[config.mk]
export PLATFORM = sky130hd
export DESIGN_NAME = reload_timer
export DESIGN_NICKNAME = d
export VERILOG_FILES = /design/src/rtl/rtimer_pkg.sv /design/src/rtl/rtimer_ctrl.sv /design/src/rtl/rtimer_dp.sv /design/src/rtl/reload_timer.sv
export SDC_FILE = /design/constraint.sdc
export NUM_CORES = 1
export LEC_CHECK = 0
export ABC_AREA = 1
export ABC_CLOCK_PERIOD_IN_PS = 2100
export BUFFER_PORTS_ARGS = -buffer_cell sky130_fd_sc_hd__buf_4
export CORE_MARGIN = 2
export CORE_UTILIZATION = 59
export DETAILED_ROUTE_END_ITERATION = 6
export PLACE_DENSITY = 0.8
export SLEW_MARGIN = 20
export SYNTH_ARGS = -nofsm -noshare
export SYNTH_HDL_FRONTEND = slang
export SYNTH_SLANG_ARGS = --single-unit
export TNS_END_PERCENT = 1
[constraint.sdc]
create_clock -name clk -period 2.1 [get_ports clk]
set_input_delay 0 -clock clk [delete_from_list [all_inputs] [get_ports clk]]
set_output_delay 0 -clock clk [all_outputs]
set_load 0.02 [all_outputs]
[src/rtl/rtimer_pkg.sv]
package rtimer_pkg;
  localparam int PRE_W   = 15;
  localparam int EN_BIT  = 7;
  localparam int PER_BIT = 6;
  localparam int UP_BIT  = 5;
  localparam int PS_LO   = 2;

  typedef struct packed {
    logic start;
    logic tick;
    logic countUp;
    logic periodic;
  } tmr_strobe_t;

  function automatic logic [PRE_W-1:0] preLimit(input logic [1:0] sel);
    logic [PRE_W-1:0] lim;
    case (sel)
      2'd0:    lim = '0;
      2'd1:    lim = PRE_W'(15);
      2'd2:    lim = PRE_W'(255);
      default: lim = PRE_W'(32767);
    endcase
    return lim;
  endfunction
endpackage

[src/rtl/rtimer_ctrl.sv]
module rtimer_ctrl
  import rtimer_pkg::*;
#(
  parameter int WIDTH = 16
) (
  input  logic             clk,
  input  logic             rstN,
  input  logic             busSel,
  input  logic             busWr,
  input  logic [1:0]       busAddr,
  input  logic [WIDTH-1:0] busWdata,
  input  logic [WIDTH-1:0] countVal,
  output logic [WIDTH-1:0] busRdata,
  output logic [WIDTH-1:0] loadVal,
  output logic [WIDTH-1:0] ctrlVal,
  output tmr_strobe_t      strb
);
  localparam logic [WIDTH-1:0] CTRL_MASK = WIDTH'(8'hEC);

  logic [WIDTH-1:0] loadReg;
  logic [WIDTH-1:0] ctrlReg;
  logic [PRE_W-1:0] presc;
  logic [PRE_W-1:0] lim;
  logic             wrLoad;
  logic             wrCtrl;
  logic             running;

  assign wrLoad  = busSel && busWr && (busAddr == 2'd0);
  assign wrCtrl  = busSel && busWr && (busAddr == 2'd2);
  assign running = ctrlReg[EN_BIT];
  assign lim     = preLimit(ctrlReg[PS_LO+1:PS_LO]);

  always_ff @(posedge clk) begin
    if (!rstN) begin
      loadReg <= '0;
      ctrlReg <= '0;
      presc   <= '0;
    end else begin
      if (wrLoad) loadReg <= busWdata;
      if (wrCtrl) begin
        ctrlReg <= busWdata & CTRL_MASK;
        presc   <= '0;
      end else if (running) begin
        if (presc == lim) presc <= '0;
        else              presc <= presc + 1'b1;
      end
    end
  end

  always_comb begin
    strb.start    = wrCtrl;
    strb.tick     = running && (presc == lim) && !wrCtrl;
    strb.countUp  = wrCtrl ? busWdata[UP_BIT]  : ctrlReg[UP_BIT];
    strb.periodic = wrCtrl ? busWdata[PER_BIT] : ctrlReg[PER_BIT];
  end

  always_comb begin
    case (busAddr)
      2'd0:    busRdata = loadReg;
      2'd1:    busRdata = countVal;
      2'd2:    busRdata = ctrlReg;
      default: busRdata = '0;
    endcase
  end

  assign loadVal = loadReg;
  assign ctrlVal = ctrlReg;
endmodule

[src/rtl/rtimer_dp.sv]
module rtimer_dp
  import rtimer_pkg::*;
#(
  parameter int WIDTH = 16
) (
  input  logic             clk,
  input  logic             rstN,
  input  tmr_strobe_t      strb,
  input  logic [WIDTH-1:0] loadVal,
  output logic [WIDTH-1:0] countVal,
  output logic             timeoutPulse
);
  localparam logic [WIDTH-1:0] FULL = '1;

  logic [WIDTH-1:0] cnt;
  logic [WIDTH-1:0] restartVal;
  logic             atLimit;
  logic             pulse;

  assign atLimit = strb.countUp ? (cnt == FULL) : (cnt == '0);

  always_comb begin
    if (strb.periodic)     restartVal = loadVal;
    else if (strb.countUp) restartVal = '0;
    else                   restartVal = FULL;
  end

  always_ff @(posedge clk) begin
    if (!rstN) begin
      cnt   <= '0;
      pulse <= 1'b0;
    end else if (strb.start) begin
      cnt   <= restartVal;
      pulse <= 1'b0;
    end else if (strb.tick) begin
      if (atLimit) begin
        cnt   <= restartVal;
        pulse <= 1'b1;
      end else begin
        cnt   <= strb.countUp ? cnt + 1'b1 : cnt - 1'b1;
        pulse <= 1'b0;
      end
    end else begin
      pulse <= 1'b0;
    end
  end

  assign countVal     = cnt;
  assign timeoutPulse = pulse;
endmodule

[src/rtl/reload_timer.sv]
module reload_timer
  import rtimer_pkg::*;
#(
  parameter int WIDTH = 16
) (
  input  logic             clk,
  input  logic             rstN,
  input  logic             busSel,
  input  logic             busWr,
  input  logic [1:0]       busAddr,
  input  logic [WIDTH-1:0] busWdata,
  output logic [WIDTH-1:0] busRdata,
  output logic             timeoutPulse
);
  tmr_strobe_t      strb;
  logic [WIDTH-1:0] countVal;
  logic [WIDTH-1:0] loadVal;
  logic [WIDTH-1:0] ctrlVal;

  rtimer_ctrl #(.WIDTH(WIDTH)) uCtrl (
    .clk(clk), .rstN(rstN), .busSel(busSel), .busWr(busWr),
    .busAddr(busAddr), .busWdata(busWdata), .countVal(countVal),
    .busRdata(busRdata), .loadVal(loadVal), .ctrlVal(ctrlVal), .strb(strb)
  );

  rtimer_dp #(.WIDTH(WIDTH)) uDp (
    .clk(clk), .rstN(rstN), .strb(strb), .loadVal(loadVal),
    .countVal(countVal), .timeoutPulse(timeoutPulse)
  );
endmodule

# Yosys cells after proc, flatten, opt, wreduce, memory -nomap -nowiden
# Cells that the tools add are included.
[totals]
ff_bits = 53
input_bits = 22
elab_cells = 41
[classes]
n_addsub = 3
eq_ne = 6
mux = 13
n_bitwise = 2
n_reduce_logical = 12
[ops]
columns = ["operator", "n"]
rows = [
  ["$mux W16", 6],
  ["$pmux W16 S3", 1],
  ["$pmux W15 S3", 1],
  ["$add A16 B1 Y16 const B", 1],
  ["$eq A16 B16 Y1 const B", 1],
  ["$logic_not A16 Y1", 1],
  ["$sub A16 B1 Y16 const B", 1],
  ["$add A15 B1 Y15 const B", 1],
  ["$eq A15 B15 Y1", 1],
  ["$mux W15", 1],
  ["$logic_and A1 B1 Y1", 5],
  ["$eq A2 B1 Y1 const B", 2],
  ["$eq A2 B2 Y1 const B", 2],
  ["$logic_not A2 Y1", 2],
  ["$mux W1", 4],
  ["$reduce_or A3 Y1", 1],
  ["$not A1 Y1", 2],
  ["$reduce_bool A2 Y1", 1],
  ["$reduce_or A2 Y1", 1],
  ["$logic_not A1 Y1", 1],
]

# Depth between registers and ports, before layout
# Gate-level depths: netlist of run 1.
[depth]
ltp_word = 8
depth_mapped = 20
depth_no_buf = 19

# Hierarchy
# From an unflattened synthesis of run 1, not the netlist that was laid out.
[unflattened]
hier_cells = 629
area_unflattened_um2 = 3912.5
[modules_own_cells]
columns = ["module", "instances", "cells_each", "area_per_inst_um2", "seq_area_each_um2"]
rows = [
  ["rtimer_ctrl", 1, 289, 1956.9, 720.7],
  ["rtimer_dp", 1, 340, 1955.6, 340.3],
]

# Worst setup path before layout of run 1
# OpenSTA, ideal clock, no wires.
[synth_timing]
path_kind = "flip-flop to flip-flop"
startpoint = "register uCtrl.ctrlReg[5], in the netlist uCtrl.ctrlVal[5]"
endpoint = "register uDp.cnt[12], in the netlist uDp.countVal[12]"
arrival_ps = 1633
path_slack_ps = 347
stages_incl_launch_ff = 19
n_path_buf = 1
cell_sequence = "dfxtp_1 > inv_1 > nand2_4 > nand2_4 > buf_6 > nand2_2 > nand2_1 > inv_1 > ha_1 > inv_1 > nand2_2 > nand2_1 > nand2_1 > nand2_1 > nand2_1 > nand2_1 > nand3_1 > nand2_1 > a21oi_1"
[synth_via]
elab_chain_cells = 6
[synth_rtl]
columns = ["item", "line", "text"]
rows = [
  ["start, declared", "rtimer_ctrl.sv:21", "logic [WIDTH-1:0] ctrlReg;"],
  ["start signal, assigned", "rtimer_ctrl.sv:41", "ctrlReg <= busWdata & CTRL_MASK;"],
  ["$mux W1 (*)", "rtimer_ctrl.sv:53", "strb.countUp = wrCtrl ? busWdata[UP_BIT] : ctrlReg[UP_BIT];"],
  ["$mux W16", "rtimer_dp.sv:24", "else if (strb.countUp) restartVal = '0;"],
  ["$mux W16", "rtimer_dp.sv:23", "if (strb.periodic) restartVal = loadVal;"],
  ["$mux W16", "rtimer_dp.sv:36", "if (atLimit) begin"],
  ["$mux W16", "rtimer_dp.sv:35", "end else if (strb.tick) begin"],
  ["$mux W16 (*)", "rtimer_dp.sv:32", "end else if (strb.start) begin"],
  ["end signal, assigned", "rtimer_dp.sv:33", "cnt <= restartVal;"],
  ["end signal, assigned", "rtimer_dp.sv:37", "cnt <= restartVal;"],
  ["end signal, assigned", "rtimer_dp.sv:40", "cnt <= strb.countUp ? cnt + 1'b1 : cnt - 1'b1;"],
  ["end, declared", "rtimer_dp.sv:15", "logic [WIDTH-1:0] cnt;"],
]
# Mark *: on every way between the ends. The rest lies on a longest branch, timed or not. The select of a mux whose other input is x is not followed.
# A chain may end at the register's enable or synchronous reset.

# Final worst setup path of run 1
[layout_timing]
startpoint = "register uCtrl.ctrlReg[5], in the netlist uCtrl.ctrlVal[5]"
endpoint = "register uDp.cnt[8], in the netlist uDp.countVal[8]"
# The elaborated chain is that of the path after synthesis.

==> run metrics, run 1 <==
die width 81.6 um; n_diodes 0; CTS Buffer Depth 2; first-pass GRT wire length 16.9 mm; clock buffer count from CTS 5; flop-to-flop setup slack 0.15 ns; fin. max-slew vios 0; Power Dens Cells 609 nW/um2; min cycle time layout 1.95 ns; H-tree levels 2; DRC viols 0; GR peak layer met2; RSZ-0062 raised after global routing yes; Worst-Margin Slew 0.719 ns; HP Start busWdata[8]; synthesized area 3550 um2; root buffer cell clkbuf_8; clk slew on worst S/H paths 0.10 ns; design area 4240 um2; most frequent cells in the layout nand2_1 (133), inv_1 (67), nor2_1 (66), buf_4 (54), dfxtp_1 (46); maxcap violations 0; status completed; relative slew slack 0.514; commonest non-fill, non-tap cell in the layout nand2_1; dpl hpwl 8.05 mm; final-stage net count 643; Startpoint Class flop; area leader, netlist dfxtp_1; total power 2.58 mW; Leak Pwr 1.87 nW; Worst Setup Path Type flop to flop; cell row count 28; Mean Syn Cell Area 6.32 um2; Req. time, crit path 2.31 ns; GRT Util Overall 0.334; register area share after synthesis 0.299; asr flop ratio synth 0; CP most frequent cell nand2_1; max incr delay on CP 0.35 ns; CTS tree done; GP Congestion 1.01; Starting Density 0.604; grt met3 use 0.0538; FF-to-FF path depth 17; arrival time of the worst setup path 2.16 ns; DRT Pass-1 Iters 5; CP Capture Type flop; Avg WL per Cell 15.2 um; reg-to-reg endpoint uDp.countVal[8]; Final Skew 0.00845 ns; HP Class primary input to flop; GRT met2 Usage 0.525; Clock Sink Count 53; share of cells above drive strength 1 0.169; Setup Viol. Count Final 0; DRT Wirelength 10.5 mm; Layout Cells excl Fill 695; num ports 39; Post-Synthesis Cells 562; Inst Count DP 674; Via density 5.75; setup ws final 0.153 ns; Port-buffer cells 38; Skew-Pair Late Insertion Delay 0.31 ns; fmax 0.514 GHz; crit-path max FO 9; Tcrit/Tclk final 0.927; placed instance area 3960 um2; WHS Endpoint uCtrl.loadVal[8]; largest net degree at the start of global routing 33; Placement Setup Slack 0.0891 ns; crit-path cells inv_1 > nand2_4 > nand2_4 > nand2_2 > nand2_1 > inv_1 > ha_1 > inv_1 > nand2_2 > nand2_2 > nand2_1 > nand2_1 > nand2_1 > nand2_1 > nand3_1 > nand2_1 > a21oi_1; top_reg_cell synth dfxtp_1; Cells on Worst Hold Path 3; die area 6660 um2; via count 3997; GRT Residual Overflow 0; CORE AREA 5890 um2; Hold Fails Final Rpt 0; DIE HEIGHT 81.6 um; #FFs+latches synth 53; Post-synth EDFFs 0; Antenna Nets Post-Route 0; Synth warnings 0; leading post-synthesis cells by cell area dfxtp_1 (30%), nand2_1 (14%), nor2_1 (7.3%); vias in the first global route 3600; DR iter-0 viols 439; GR met1 Demand/Resource 0.464; crit path max-delay cell type dfxtp_2; initial antenna violation count 0; maximum vdd drop 0.401 mV; Post-CTS Setup Bufs 0; FF-to-FF Start uCtrl.ctrlVal[5]; Synth top area share 0.299; area growth from synthesis to layout 19.2%; syn_nets 586; Yosys cell types 44
[per-layer routing]
metal  vias up  wire length, um
met2       197             4660
met4         0              266
met5         -                0
met1      1795             4720
met3        26              894
li1       1979                -
[timing repair]
| action | in CTS | in global routing |
|---|---|---|
| endpoints found under the hold margin | 13 | 0 |
| endpoints found under the setup margin | 0 | 16 |
| hold buffers | 13 | 0 |
| gates resized for setup | 0 | 20 |
[sequential cells by signal (all words and copies together), names as in the netlist]
| name | flops |
|---|---|
| uDp.countVal | 16 |
| uCtrl.loadVal | 16 |
| uCtrl.presc | 15 |
| uDp.timeoutPulse | 1 |
| uCtrl.ctrlVal | 5 |
[cell usage after synthesis (6+ instances only)]
| library cell | number |
|---|---|
| nor3_1 | 9 |
| nor2_1 | 69 |
| xor2_1 | 8 |
| clkbuf_1 | 8 |
| inv_1 | 68 |
| o22ai_1 | 15 |
| a21oi_1 | 35 |
| dfxtp_1 | 53 |
| nand2_1 | 136 |
| nand2_2 | 6 |
| nand3_1 | 42 |
| o21ai_0 | 39 |
[logic make-up after synthesis]
group | share of synthesized area
xor+xnor | 0.0296
fa+ha+maj | 0.00704
mux | 0.00387
compound gates | 0.195
buf+inv | 0.106
flops | 0.299
simple gates | 0.359
[final cells by class]
type	instances	area, um2
clock buffers	5	68.8
clock inverters	3	21.3
fillers	495	1650
inverters	74	280
multi-input cells	417	2160
flip-flops and latches	53	1070
well taps	75	93.8
repair buffers	68	547
[per-stage QoR]
step / utilization / hold WS, ns / TNS (ns)
finish: 0.720 / 0.00303 / 0
global route: 0.720 / 0.0150 / -0.0237
CTS: 0.710 / 0.00221 / 0
detailed placement: 0.673 / 0.233 / 0
global placement: 0.673 / 0.222 / 0
floorplan: - / 0.135 / 0
[worst max-delay path by stage]
stage | start | endpoint
detailed placement | uCtrl.ctrlVal[3] | uDp.countVal[0]
floorplan | uCtrl.ctrlVal[5] | uDp.countVal[12]
global placement | uDp.countVal[3] | uDp.countVal[14]
global route | uCtrl.ctrlVal[5] | uDp.countVal[12]
CTS | uCtrl.presc[8] | uDp.countVal[0]
finish | uCtrl.ctrlVal[5] | uDp.countVal[8]
[worst max-delay path: cells and delay by family (launching register included)]
family,cells,cell delay (ns)
adders and majority gates,1,0.16
and+or+nand+nor,12,1.08
DFF,1,0.35
AOI/OAI and AO/OA,1,0.06
buffers and inverters,3,0.19
[power breakdown]
part	leakage [nW]	switching, mW	internal, mW
clock	0.0445	0.363	0.238
combinational	1.40	0.578	0.331
sequential	0.433	0.0323	1.04
total	1.87	0.973	1.61
Note: power is estimated with default switching activity, not from simulation.
==> inputs of run 2 (changes only) <==
ABC_CLOCK_PERIOD_IN_PS = 2050   (was 2100)
PLACE_DENSITY = 0.77   (was 0.8)
clock period = 2.05 ns   (was 2.1 ns; I/O delays follow)
==> run metrics, run 2 (synthesis results as in run 1) <==
FF-to-FF path depth 11 (-6); Filler Cells Inserted 468 (-5.5%); DIE HEIGHT 81.6 um (unchanged); die area 6660 um2 (unchanged); fmax 0.511 GHz; Setup TNS 0 ns (unchanged); DRT Pass-1 Iters 7 (+2); DRT Wirelength 11.2 mm (+5.9%); CORE AREA 5890 um2 (unchanged); flop-to-flop setup slack 0.10 ns (-0.05 ns); Min Hold Slack 0.0918 ns (+0.0888 ns); Worst Setup Path Type primary input to flop; n_diodes 0 (unchanged); Via density 5.96 (+3.6%); initial antenna violation count 0 (unchanged); die width 81.6 um (unchanged); largest net degree at the start of global routing 33 (unchanged); arrival time of the worst setup path 2.16 ns (about the same); FF-to-FF Start uDp.countVal[8]; commonest non-fill, non-tap cell in the layout nand2_1; maxcap violations 0 (unchanged); num ports 39 (unchanged); Cells on Worst Hold Path 3 (unchanged); Starting Density 0.604 (unchanged); Avg WL per Cell 15.8 um (+4.2%); HP Class primary input to flop; relative slew slack 0.572 (+0.0575); cell row count 28 (unchanged); vias in the first global route 3694 (+2.6%); root buffer cell clkbuf_8; most frequent cells in the layout nand2_1 (131), inv_1 (67), nor2_1 (66), buf_4 (61), dfxtp_1 (53); CTS tree done; Antenna Nets Post-Route 0 (unchanged); Leak Pwr 1.94 nW (+3.6%); WHS Endpoint uCtrl.ctrlVal[2]; Port-buffer cells 38 (unchanged); CTS Buffer Depth 2 (unchanged); Hold Fails Final Rpt 0 (unchanged); Skew-Pair Late Insertion Delay 0.32 ns (about the same); GRT Residual Overflow 0 (unchanged); final-stage net count 654 (+1.7%); HP Start rstN; share of cells above drive strength 1 0.174 (+0.00497); crit-path max FO 4 (-5); min cycle time layout 1.96 ns; GP Congestion 1.05 (+4.5%); status completed; Startpoint Class primary input; clk slew on worst S/H paths 0.10 ns (about the same); Setup Viol. Count Final 0 (unchanged); H-tree levels 2 (unchanged); Power Dens Cells 655 nW/um2 (+7.5%); GRT Util Overall 0.347 (+0.0124); fin. max-slew vios 0 (unchanged); first-pass GRT wire length 17.8 mm (+5.1%); RSZ-0062 raised after global routing no; CP Capture Type flop; dpl hpwl 8.18 mm (+1.7%); via count 4207 (+5.3%); clock buffer count from CTS 5 (unchanged); Req. time, crit path 2.26 ns (-0.05 ns); Inst Count DP 680 (+0.89%); area growth from synthesis to layout 22.5%; Worst-Margin Slew 0.634 ns (-0.0852 ns); Layout Cells excl Fill 706 (+1.6%); reg-to-reg endpoint uDp.countVal[15]; DRC viols 0 (unchanged); Clock Sink Count 53 (unchanged); Tcrit/Tclk final 0.955; Final Skew 0.0103 ns (+0.00184 ns); DR iter-0 viols 404 (-8.0%); maximum vdd drop 0.506 mV (+26%)
[run 2: changes by cell type in the layout (fill, tap and decap cells not counted), sizes merged]
cell and delta:
bufinv +1, clkinvlp -1, dlygate4sd3 +3, buf +8
[run 2: timing repair]
item,in CTS,in global routing
setup endpoints to repair,0,16
endpoints found under the hold margin,19,0
hold buffers,16,0
resized for setup,0,12
buffers inserted,0,2
[run 2: through the flow]
stage / setup slack, ns / power (mW) / util / instance area, um2
2_1_floorplan: 0.297 / 1.73 / - / 3550
3_3_place_gp: 0.151 / 2.02 / 0.685 / 4030
3_5_place_dp: 0.0867 / 2.03 / 0.685 / 4030
4_1_cts: 0.0573 / 2.79 / 0.731 / 4300
5_1_grt: 0.00711 / 2.98 / 0.740 / 4350
6_report: 0.0925 / 2.85 / 0.740 / 4350
[run 2: metal layers]
| layer | part of all wire | global-route usage | vias up |
|---|---|---|---|
| met1 | 0.44 | 0.482 | 1909 |
| li1 | - | - | 1992 |
| met4 | 0.027 | 0.112 | 0 |
| met2 | 0.44 | 0.543 | 268 |
| met3 | 0.093 | 0.0659 | 38 |
| met5 | 0 | 0 | - |
[run 2: cell type report]
| cell class | count | area (um2) | share of cell area |
|---|---|---|---|
| clock inverters | 3 | 43.8 | 0.0101 |
| flip-flops and latches | 53 | 1060 | 0.244 |
| repair buffers | 79 | 658 | 0.151 |
| clock buffers | 5 | 68.8 | 0.0158 |
| well taps | 75 | 93.8 | 0.0216 |
| inverters | 74 | 278 | 0.0638 |
| multi-input cells | 417 | 2150 | 0.494 |
[run 2: worst max path at each step]
| stage | start | cells after the start | slack (ns) | endpoint |
|---|---|---|---|---|
| final | busWdata[5] | 15 | 0.09 | uDp.countVal[10] |
| after global routing | uDp.countVal[3] | 11 | 0.007 | uDp.countVal[15] |
| after CTS | uCtrl.presc[10] | 10 | 0.06 | uDp.countVal[0] |
| after detailed placement | uCtrl.presc[10] | 10 | 0.09 | uDp.countVal[0] |
| after global placement | uCtrl.presc[10] | 10 | 0.15 | uDp.countVal[2] |
| after floorplan | uCtrl.ctrlVal[5] | 18 | 0.30 | uDp.countVal[12] |
[run 2: worst max-delay path, cell delays in order]
cell and delay (ns):
dlygate4sd3_1 0.54, buf_4 0.15, inv_2 0.07, nand3_4 0.10
buf_4 0.16, nand3_1 0.09, nand2_1 0.15, inv_1 0.11
nand2_1 0.07, nor2_2 0.14, nand3_1 0.16, nand3_1 0.13
nand3_1 0.13, nand2_1 0.09, a21oi_1 0.06
[run 2: where the power goes]
group | switching, mW | internal [mW] | leakage (nW)
clock network | 0.389 | 0.367 | 0.0585
logic | 0.627 | 0.368 | 1.45
registers | 0.0367 | 1.06 | 0.430
total | 1.05 | 1.80 | 1.94
==> inputs of run 3 (changes only) <==
ABC_AREA = not set   (was 1)
==> run metrics, run 3 <==
Synth warnings 0 (unchanged); Clock Sink Count 53 (unchanged); Hold Fails Final Rpt 0 (unchanged); HP Start rstN; Synth top area share 0.314 (+0.0150); Antenna Nets Post-Route 0 (unchanged); largest net degree at the start of global routing 23 (-30%); top_reg_cell synth dfxtp_1; DRC viols 0 (unchanged); placed instance area 4220 um2 (+4.6%); CORE AREA 5510 um2 (-6.4%); delay-heaviest family, CP simple AND/OR/NAND/NOR gates; share of cells above drive strength 1 0.265 (+0.0912); vias in the first global route 3721 (+0.73%); die width 79.7 um (-2.3%); crit path max-delay cell type or4_4; area leader, netlist dfxtp_1; RSZ-0062 raised after global routing yes; area growth from synthesis to layout 33.6%; syn_nets 487 (-17%); Worst Setup Path Type flop to flop; Post-synth EDFFs 0 (unchanged); min cycle time layout 2.37 ns (+0.411 ns); main combinational cell family by area after synthesis simple AND/OR/NAND/NOR gates; Power Dens Cells 592 nW/um2 (-9.6%); asr flop ratio synth 0 (unchanged); Skew-Pair Late Insertion Delay 0.31 ns (about the same); CTS tree done; Tcrit/Tclk final 1.16 (+0.201); design area 4520 um2 (+3.8%); HP Class primary input to flop; GP Congestion 0.963 (-8.3%); Yosys cell types 54 (+23%); final-stage net count 589 (-9.9%); internal power 1.77 mW (-1.9%); Final Skew 0.0112 ns (+0.000890 ns); register area share after synthesis 0.314 (+0.0150); Starting Density 0.614 (+0.0107); Worst Path Buf+Inv 0 (-5); clock buffer count from CTS 5 (unchanged); num ports 39 (unchanged); via count 3976 (-5.5%); NetSw 0.909 mW (-14%); Layout Utilization 0.821 (+0.0809); leading post-synthesis cells by cell area dfxtp_1 (31%), nand2_1 (8.5%), mux2i_1 (7.7%); XOR/XNOR share of the synthesized area 0.0466 (+0.0170); #FFs+latches synth 53 (unchanged); status finished with violations; DRT Pass-1 Iters 6 (-1); Placement Setup Slack -0.331 ns (-0.417 ns); root buffer cell clkbuf_8; relative slew slack 0.642 (+0.0706); Filler Cells Inserted 363 (-22%); fin. max-slew vios 0 (unchanged); clk slew on worst S/H paths 0.10 ns (about the same); arrival time of the worst setup path 2.56 ns (+0.40 ns); Startpoint Class flop; total power 2.67 mW (-6.2%); multi-input logic area 2270 um2 (+5.4%); DRT Wirelength 11.4 mm (+1.7%); Mean Syn Cell Area 7.31 um2 (+16%); DIE HEIGHT 79.7 um (-2.3%); CTS Buffer Depth 2 (unchanged); GRT Util Overall 0.365 (+0.0178); fmax 0.422 GHz (-17%); clock power share 0.221 (-0.044); synth cell count leaders nand2_1 (77), nor2_1 (55), dfxtp_1 (53); first-pass GRT wire length 18.1 mm (+1.6%); cell row count 27 (-3.6%); Gate power share 0.374 (+0.025); Via density 6.24 (+4.7%); Req. time, crit path 2.24 ns (-0.02 ns); Synth Area in Adders 0.00740 (+0.000354); DR iter-0 viols 395 (-2.2%); Avg WL per Cell 17.8 um (+13%); crit-path cells or4_4 > or3_1 > or3_4 > a31o_4 > a21o_1 > a21oi_1 > o21ai_1; multiplexer share of the synthesized area 0.0902 (+0.0864); max incr delay on CP 0.53 ns (about the same); crit path from uDp.countVal[10]; GRT Residual Overflow 0 (unchanged); Worst-Margin Slew 0.537 ns (-0.0976 ns); Setup TNS -4.22 ns (-4.22 ns); most frequent cells in the layout buf_4 (110), nand2_1 (77), nor2_1 (54), dfxtp_1 (52), a21oi_1 (43); setup ws final -0.319 ns (-0.411 ns); maximum vdd drop 0.342 mV (-32%); Sequential Power Share 0.404 (+0.018); crit-path max FO 9 (+5); CP Capture Type flop; Post-Synthesis Cells 463 (-18%); FF-to-FF Start uDp.countVal[10]; Sw Ratio 0.340 (-0.0292); n_diodes 0 (unchanged); initial antenna violation count 0 (unchanged); flop-to-flop setup slack -0.32 ns (-0.42 ns); Post-Synth Simple-Gate Area 0.308 (-0.0515); most frequent cell after synthesis nand2_1; violated checks negative setup slack; commonest non-fill, non-tap cell in the layout buf_4; synthesized area 3380 um2 (-4.8%); die area 6360 um2 (-4.6%); H-tree levels 2 (unchanged); Leak Pwr 1.93 nW (-0.69%); maxcap violations 0 (unchanged); post-synthesis compound-gate area fraction 0.189 (-0.00607); Port-buffer cells 38 (unchanged); Setup Viol. Count Final 17 (+17); FF+latch area 1060 um2 (+0.12%); dpl hpwl 7.99 mm (-2.4%)
run 3: changes by cell type after synthesis, moves of 11 or more:
cell	change
a21oi_1	+11
clkbuf_1	+16
inv_1	-65
mux2i_1	+26
nand2_1	-59
nand3_1	-23
nor2_1	-14
o21ai_0	-26
o22ai_1	-14
run 3: per-stage QoR:
stage	hold slack [ns]	instances
2_1_floorplan	0.136	463
3_3_place_gp	0.247	614
3_5_place_dp	0.259	614
4_1_cts	0.00313	636
5_1_grt	0.00900	637
6_report	0.0142	637
run 3: routing by layer:
metal  part of all wire  wire (um)  vias up  global-route usage
met5                  0          0        -                   0
met3               0.10       1130       36              0.0701
met2               0.45       5150      247               0.586
met4              0.021        240        0              0.0897
li1                   -          -     1845                   -
met1               0.43       4830     1848               0.504
run 3: what timing repair did:
action	4_1_cts	5_1_grt
hold buffers	15	0
endpoints found under the setup margin	17	31
gates resized for setup	8	10
setup buffers	0	1
pin swaps	7	3
hold endpoints to repair	18	0
run 3: cell type report:
type	instances	area share
clock inverters	1	0.00194
flip-flops and latches	53	0.235
inverters	3	0.00249
repair buffers	127	0.223
clock buffers	6	0.0161
well taps	72	0.0199
multi-input cells	375	0.502
run 3: logic make-up after synthesis:
group           after synthesis
xor+xnor                     18
simple gates                221
fa+ha+maj                     2
buf+inv                      35
flops                        53
compound gates              104
mux                          30
run 3: power by group through the flow:
| stage | combinational (mW) | clock [mW] | sequential [mW] |
|---|---|---|---|
| detailed placement | 0.891 | 0 | 1.10 |
| CTS | 0.941 | 0.591 | 1.08 |
| global route | 1.06 | 0.631 | 1.08 |
| floorplan | 0.559 | 0 | 1.10 |
| finish | 1.00 | 0.592 | 1.08 |
| global placement | 0.870 | 0 | 1.10 |
run 3: final timing paths:
path                                     endpoint  depth (start not counted)
worst max register to register   uDp.countVal[10]                          7
worst min-delay path             uCtrl.ctrlVal[6]                          2
worst min register to register  uCtrl.loadVal[11]                          2
worst max-delay path             uDp.countVal[10]                          7
